==> src/rtl/fifo_rt_pkg.sv <==
package fifo_rt_pkg;

  // Strobes from control to datapath: one accepted operation each.
  typedef struct packed {
    logic wrStrobe;
    logic rdStrobe;
  } fifoStrobes_t;

endpackage

==> src/rtl/fifo_rt_ctrl.sv <==
module fifo_rt_ctrl
  import fifo_rt_pkg::*;
#(
  parameter int ADDR_W = 4
) (
  input  logic              clk,
  input  logic              mrN,
  input  logic              wrEn,
  input  logic              rdEn,
  input  logic              rtN,
  output fifoStrobes_t      strobes,
  output logic [ADDR_W-1:0] wrAddr,
  output logic [ADDR_W-1:0] rdAddr,
  output logic              emptyN,
  output logic              halfN,
  output logic              fullN
);

  localparam int DEPTH = 1 << ADDR_W;
  localparam int PTR_W = ADDR_W + 1;
  localparam logic [PTR_W-1:0] FULL_LVL = PTR_W'(DEPTH);
  localparam logic [PTR_W-1:0] HALF_LVL = PTR_W'(DEPTH / 2);

  logic [PTR_W-1:0] wrPtr, rdPtr;
  logic [PTR_W-1:0] wrPtrNext, rdPtrNext;
  logic [PTR_W-1:0] fill;
  logic isEmpty, isFull, isHalf;
  logic wrGo, rdGo, rewind, wrapFlip;

  // Occupancy from the pointer distance; the extra bit separates full from empty.
  assign fill    = wrPtr - rdPtr;
  assign isEmpty = (fill == '0);
  assign isFull  = (fill == FULL_LVL);
  assign isHalf  = (fill >= HALF_LVL);

  assign rewind = ~rtN;
  assign wrGo   = wrEn & ~isFull;
  // Retransmit wins over a read so the read pointer has one source per cycle.
  assign rdGo   = rdEn & ~isEmpty & ~rewind;

  assign wrPtrNext = wrPtr + PTR_W'(wrGo);

  // On rewind, keep the replay window non-empty when data is held at a zero write address.
  assign wrapFlip = (wrPtrNext[ADDR_W-1:0] == '0) & (~isEmpty | wrGo);

  always_comb begin
    if (rewind) begin
      rdPtrNext = {wrPtrNext[ADDR_W] ^ wrapFlip, {ADDR_W{1'b0}}};
    end else begin
      rdPtrNext = rdPtr + PTR_W'(rdGo);
    end
  end

  always_ff @(posedge clk or negedge mrN) begin
    if (!mrN) begin
      wrPtr <= '0;
      rdPtr <= '0;
    end else begin
      wrPtr <= wrPtrNext;
      rdPtr <= rdPtrNext;
    end
  end

  assign strobes.wrStrobe = wrGo;
  assign strobes.rdStrobe = rdGo;
  assign wrAddr = wrPtr[ADDR_W-1:0];
  assign rdAddr = rdPtr[ADDR_W-1:0];

  assign emptyN = ~isEmpty;
  assign halfN  = ~isHalf;
  assign fullN  = ~isFull;

endmodule

==> src/rtl/fifo_rt_dp.sv <==
module fifo_rt_dp
  import fifo_rt_pkg::*;
#(
  parameter int DATA_W = 9,
  parameter int ADDR_W = 4
) (
  input  logic              clk,
  input  logic              mrN,
  input  fifoStrobes_t      strobes,
  input  logic [ADDR_W-1:0] wrAddr,
  input  logic [ADDR_W-1:0] rdAddr,
  input  logic [DATA_W-1:0] wrData,
  output logic [DATA_W-1:0] rdData,
  output logic              rdValid
);

  localparam int DEPTH = 1 << ADDR_W;

  logic [DATA_W-1:0] store [DEPTH];

  // One register row per location, each loaded on its own decoded strobe.
  for (genvar i = 0; i < DEPTH; i++) begin : g_row
    logic rowLoad;
    assign rowLoad = strobes.wrStrobe & (wrAddr == ADDR_W'(i));
    always_ff @(posedge clk) begin
      if (rowLoad) store[i] <= wrData;
    end
  end

  // Registered output; the bus reads zero when no word is delivered.
  always_ff @(posedge clk or negedge mrN) begin
    if (!mrN) begin
      rdValid <= 1'b0;
      rdData  <= '0;
    end else begin
      rdValid <= strobes.rdStrobe;
      rdData  <= strobes.rdStrobe ? store[rdAddr] : '0;
    end
  end

endmodule

==> src/rtl/fifo_rt.sv <==
module fifo_rt
  import fifo_rt_pkg::*;
#(
  parameter int DATA_W = 9,
  parameter int ADDR_W = 4
) (
  input  logic              clk,
  input  logic              mrN,
  input  logic              wrEn,
  input  logic [DATA_W-1:0] wrData,
  input  logic              rdEn,
  input  logic              rtN,
  output logic [DATA_W-1:0] rdData,
  output logic              rdValid,
  output logic              emptyN,
  output logic              halfN,
  output logic              fullN
);

  fifoStrobes_t      strobes;
  logic [ADDR_W-1:0] wrAddr, rdAddr;

  fifo_rt_ctrl #(.ADDR_W(ADDR_W)) u_ctrl (
    .clk(clk), .mrN(mrN), .wrEn(wrEn), .rdEn(rdEn), .rtN(rtN),
    .strobes(strobes), .wrAddr(wrAddr), .rdAddr(rdAddr),
    .emptyN(emptyN), .halfN(halfN), .fullN(fullN)
  );

  fifo_rt_dp #(.DATA_W(DATA_W), .ADDR_W(ADDR_W)) u_dp (
    .clk(clk), .mrN(mrN), .strobes(strobes),
    .wrAddr(wrAddr), .rdAddr(rdAddr), .wrData(wrData),
    .rdData(rdData), .rdValid(rdValid)
  );

endmodule

==> config.mk <==
export PLATFORM = sky130hd
export DESIGN_NAME = fifo_rt
export DESIGN_NICKNAME = d
export VERILOG_FILES = /design/src/rtl/fifo_rt_pkg.sv /design/src/rtl/fifo_rt_ctrl.sv /design/src/rtl/fifo_rt_dp.sv /design/src/rtl/fifo_rt.sv
export SDC_FILE = /design/constraint.sdc
export NUM_CORES = 1
export LEC_CHECK = 0
export BUFFER_PORTS_ARGS = -buffer_cell sky130_fd_sc_hd__buf_2
export CAP_MARGIN = 20
export CELL_PAD_IN_SITES_DETAIL_PLACEMENT = 1
export CELL_PAD_IN_SITES_GLOBAL_PLACEMENT = 1
export CORE_MARGIN = 3
export CORE_UTILIZATION = 48
export CTS_CLUSTER_DIAMETER = 30
export DETAILED_ROUTE_END_ITERATION = 8
export GPL_ROUTABILITY_DRIVEN = 0
export PLACE_DENSITY = 0.8
export SLEW_MARGIN = 20
export SYNTH_ARGS = -nofsm -noshare
export SYNTH_HDL_FRONTEND = slang
export SYNTH_HIERARCHICAL = 1
export SYNTH_SLANG_ARGS = --single-unit
==> constraint.sdc <==
create_clock -name clk -period 3.13 [get_ports clk]
set_input_delay 0 -clock clk [delete_from_list [all_inputs] [get_ports clk]]
set_output_delay 0 -clock clk [all_outputs]
set_load 0.05 [all_outputs]
* Word-level counts from Yosys, hierarchy flattened
Memory sizes are Yosys's and may differ from the RTL's.
Cells that the tools add are included.
** Operators by class
- Eq/ne operators :: 16
- $add $sub $neg :: 3
- Bitwise gates (word level) :: 25
- Mux-type cells :: 79
- Magnitude comparators :: 1
- Reduce and logical (&&, ||, !) cells :: 18
** Operator list (count)
- $mux 9 :: 16
- $reduce_or 9->1 :: 15
- $mux 4 :: 15
- $mux 1 :: 47
- $eq 4x4->1 const B :: 8
- $and 1x1->1 :: 20
- $eq 4x3->1 const B :: 4
- $add 5x1->5 :: 2
- $eq 4x2->1 const B :: 2
- $logic_not 4->1 :: 2
- $eq 5x5->1 const B :: 1
- $ge 5x4->1 const B :: 1
- $logic_not 5->1 :: 1
- $mux 5 :: 1
- $sub 5x5->5 :: 1
- $eq 4x1->1 const B :: 1
- $not 1->1 :: 3
- $or 1x1->1 :: 1
- $xor 1x1->1 :: 1
** Storage, ports and cells
- Memories :: 1
- Memory bits (writable) :: 144
- Logic and storage cells :: 147
- Output and inout port bits :: 13
- Register bits after elaboration :: 20
** Memory list
- u_dp.store :: words 16, width 9, read ports 1, clocked after memory_dff 0, write ports 1, line fifo_rt_dp.sv:19 : logic [DATA_W-1:0] store [DEPTH];

* Logic depth before layout (Yosys ltp)
- Depth in word-level cells :: 23
- Gate-level depth with buffers :: 14
- Mapped depth without buffers :: 14

* Hierarchy
The synthesis kept the hierarchy.
** Modules (own cells, without submodules)
- fifo_rt_dp :: instances 1, area an instance 5997.0 um^2, cells an instance 321
- fifo_rt_ctrl :: instances 1, area an instance 729.4 um^2, cells an instance 73

* Least setup slack after synthesis
No wires, ideal clock.
- Kind :: register -> register
- From :: register u_ctrl.wrPtr[2]
- To :: memory u_dp.store[0][0] (enable)
- Buffers on the path :: 1
- Data required time :: 2.743 ns
- Stages on the path, launching flop included :: 10
- Period minus slack after synthesis :: 3.811 ns
- Setup slack :: -0.681 ns
- Data arrival time :: 3.424 ns
- Cell sequence :: dfrtp_1 -> ha_1 -> a21oi_1 -> nand2_1 -> and3_1 -> o21ai_1 -> and2_1 -> buf_4 -> or3b_2 -> nor3_1
** RTL lines
- start, declared :: line fifo_rt_ctrl.sv:24 : logic [PTR_W-1:0] wrPtr, rdPtr;
- start signal, assigned :: line fifo_rt_ctrl.sv:59 : wrPtr <= wrPtrNext;
- $sub 5x5->5 :: line fifo_rt_ctrl.sv:31 : assign fill = wrPtr - rdPtr;
- $eq 5x5->1 :: line fifo_rt_ctrl.sv:33 : assign isFull = (fill == FULL_LVL);
- $not 1->1
- net fullN :: line fifo_rt.sv:17 : output logic fullN
- $and 1x1->1 :: line fifo_rt_ctrl.sv:37 : assign wrGo = wrEn & ~isFull;
- net u_ctrl.wrGo :: line fifo_rt_ctrl.sv:28 : logic wrGo, rdGo, rewind, wrapFlip;
- $and 1x1->1 :: line fifo_rt_dp.sv:24 : assign rowLoad = strobes.wrStrobe & (wrAddr == ADDR_W'(i));
- net u_dp.g_row[0].rowLoad :: line fifo_rt_dp.sv:23 : logic rowLoad;
- $mux 1 :: line fifo_rt_dp.sv:26 : if (rowLoad) store[i] <= wrData;
- $mux 1 (not written as such) :: line fifo_rt_dp.sv:26
- $mux 1 (no line) (15 in a row)
- end, declared :: line fifo_rt_dp.sv:19
The timed path passes the listed nets, and every way through them passes these cells.

==> flow_summary.yaml <==
critical_path:
  r2r_end: "u_ctrl/rdPtr[4]"
  endpoint: "u_ctrl/rdPtr[4]"
  crit_fanout: 9
  reg2reg_from: "u_ctrl/wrPtr[0]"
  path_class: "flip-flop to flip-flop"
  startpoint: "u_ctrl/wrPtr[0]"
  ff2ff_setup_slack_ns: 0.19
  crit_arrival_ns: 3.24
  cp-end-kind: "flip-flop"
  r2r_cells: 13
  startpoint_type: "flip-flop"
  cp.required_ns: 3.43
power_and_ir_drop:
  vdd_ir_drop_max_mv: 0.735
  power_switching_mw: 1.65
  p_per_area_nw_per_um2: 755
  p_clk_share_pct: 33.0
  internal_power_mw: 4.23
  p_sw_share_pct: 28.0
  combPwrFrac_pct: 20.3
  seqPwrFrac_pct: 46.7
  leakagePower_nw: 2.75
synthesis:
  synthAdderAreaFrac_pct: 1.49
  synth_edf_count: 144
  synthSimpleGateAreaFrac_pct: 6.01
  synth_seq_cells: 164
  synth_nets: 416
  synth-xor-area-share_pct: 1.40
  syn_area_per_cell_sq_um: 17.1
  yosysSeqAreaShare_pct: 71.7
  yosys-mux-area-fraction_pct: 11.4
  synth_top_family_by_area: "multiplexers"
  synthArstFlopShare_pct: 12.2
  synth-compound-area-share_pct: 4.61
  synth_ff_type: "edfxtp_1"
  synth_cell_types: 40
  synthCells: 394
  ys.warnings.count: 6
  synthesis.area_sq_um: 6730
floorplan:
  core_sq_um: 13500
  dieArea_sq_um: 15500
  dieHeight_um: 124
  io_pins: 27
  die_x_um: 124
  start_util_pct: 50.0
  num_rows: 42
timing:
  relSlewSlack_pct: 54.9
  slew_violations: 0
  hold_viol_final: 0
  fin_skew_ns: 0.00901
  timing.hold.ws_ns: 0.0787
  tightest_slew_ns: 0.677
  fin_crit_ns: 2.94
  max_freq_mhz: 340
  post-route-period-util_pct: 93.9
  finalSetupViolCount: 0
global_route:
  busiest_layer: "met2"
  grt_util_met1_pct: 25.1
  track_usage_pct: 20.6
  grt_remaining_overflow: 0
  antenna_found_initial: 0
  use_met3_pct: 5.45
  grt_pass1_wl_mm: 23.8
  grt_max_degree: 34
  grtUsageMet2_pct: 36.0
  grt_pass1_vias: 4165
finish:
  design_area_sq_um: 7790
  diodes: 0
  drive_above_1_share_pct: 20.4
  syn_to_final_growth_pct: 15.9
  nNetsFinal: 475
clocking:
  cts_tree: "yes"
  htree_levels: 4
  worst_skew_pair.late_latency_ns: 0.42
  path_clk_slew_ns: 0.06
  clock-sinks: 164
  cts_buffer_depth: 2
  cts_buffers: 17
  cts_root_buffer: "clkbuf_16"
placed_design:
  dp_hpwl_mm: 9.62
  placement.cell_area_sq_um: 7100
  port_buffers: 26
drt:
  wl_per_cell_um: 24.0
  via_per_inst: 5.80
  drc: 0
  firstDrtPassIters: 5
  postRouteWirelength_mm: 15.4
  ant_nets: 0
  vias: 3726
  drtIter0Drc: 311
status:
  status: "finished clean"
run:
  drv_cap: 0
hold_path:
  hold_path.class: "primary input to asynchronous set/reset pin"
-- final cells by class --
type                            count  area (sq um)
Timing Repair Buffer               64           445
Sequential cell                   164          4830
Inverter                            6          22.5
Clock buffer                       29           542
Tap cell                          176           220
Multi-Input combinational cell    200          1720
Fill cell                        1257          5660
Clock inverter                      3          15.0
-- registers in the layout (all words and copies together), names as in the netlist --
signal,flops
u_dp/store,144
u_ctrl/rdPtr,5
u_dp/rdData,9
u_ctrl/wrPtr,5
u_dp/rdValid,1
-- through the flow --
stage          cells  util [%]   TNS, ns  power (mW)  worst slack [ns]
2_1_floorplan    394         -    -0.141        3.61           -0.0157
3_3_place_gp     598      52.8         0        3.86             0.227
3_5_place_dp     598      52.8         0        3.94            0.0526
4_1_cts          642      57.8         0        5.88            0.0293
5_1_grt          642      57.9  -0.00759        6.13          -0.00759
6_report         642      57.9         0        5.88             0.192
-- layout by cell type, fill, tap and decap left out, types with 3 or more instances in the layout --
cell	n
clkinv_2	3
nor2_1	11
dlygate4sd3_1	12
nor2b_1	4
clkbuf_16	18
clkbuf_1	6
nand2b_1	8
ha_1	8
nor3_1	3
nor2_2	3
a22oi_1	24
o21ai_1	6
mux4_1	7
xnor2_1	3
clkbuf_8	5
inv_1	6
buf_2	26
and2_1	6
and3_1	4
nand3b_1	3
buf_4	26
xor2_1	5
nand2_1	13
dfrtp_1	18
edfxtp_1	144
nand3_1	15
mux2i_1	54
-- cell usage after synthesis (all sizes together) (4+ instances only) --
| library cell | count | area [sq um] |
|---|---|---|
| edfxtp | 144 | 4320 |
| mux2i | 54 | 541 |
| a22oi | 24 | 180 |
| buf | 21 | 190 |
| dfrtp | 20 | 500 |
| nand3 | 15 | 75.1 |
| nand2 | 14 | 52.6 |
| nor2 | 14 | 52.6 |
| mux4 | 9 | 229 |
| ha | 8 | 100 |
| nand2b | 8 | 50.1 |
| o21ai | 7 | 35.0 |
| and2 | 6 | 37.5 |
| inv | 6 | 22.5 |
| nor3 | 5 | 25.0 |
| xor2 | 5 | 43.8 |
| and3 | 4 | 25.0 |
| nor2b | 4 | 25.0 |
-- critical path, cell delays in order (launching register included) --
cell and delay, ns:
dfrtp_2 0.47, inv_1 0.10, ha_1 0.16, nand2b_1 0.07
xnor2_1 0.27, and3_1 0.29, o21ai_4 0.07, and2_1 0.22
ha_1 0.22, ha_1 0.21, xor2_1 0.20, nor4_2 0.26
and3_1 0.22, a221oi_2 0.06
-- power by group through the flow --
stage	clock (mW)	combinational (mW)	sequential, mW
final	1.94	1.20	2.75
after global routing	2.07	1.29	2.77
after CTS	1.96	1.17	2.74
after detailed placement	0	1.15	2.79
after global placement	0	1.09	2.76
after floorplan	0	0.816	2.80
-- logic make-up (layout without fill, tap and decap cells) --
group,Yosys count,in the layout
buf+inv,30,102
xor+xnor,9,9
fa+ha+maj,8,8
simple gates,78,78
flops,164,164
mux,63,63
compound gates,42,42
-- per-layer routing --
layer | part of all wire, % | vias to the layer above
met1 | 41 | 1958
met5 | 0 | -
met4 | 1.7 | 0
met3 | 4.8 | 24
li1 | - | 1644
met2 | 52 | 100
-- worst min path at each step --
| stage | from | end | cells after the start |
|---|---|---|---|
| after detailed placement | mrN | u_ctrl/wrPtr[0] | 1 |
| after global routing | mrN | u_ctrl/wrPtr[3] | 2 |
| after floorplan | mrN | u_ctrl/rdPtr[0] | 0 |
| after global placement | mrN | u_ctrl/wrPtr[3] | 1 |
| after CTS | mrN | u_ctrl/wrPtr[3] | 2 |
| final | mrN | u_ctrl/wrPtr[3] | 2 |
-- what timing repair did --
action	4_1_cts	5_1_grt
hold buffers	12	0
buffers inserted	0	0
endpoints found under the hold margin	156	0
endpoints found under the setup margin	0	1
gates resized for setup	0	4
Note: power is estimated with default switching activity, not from simulation.
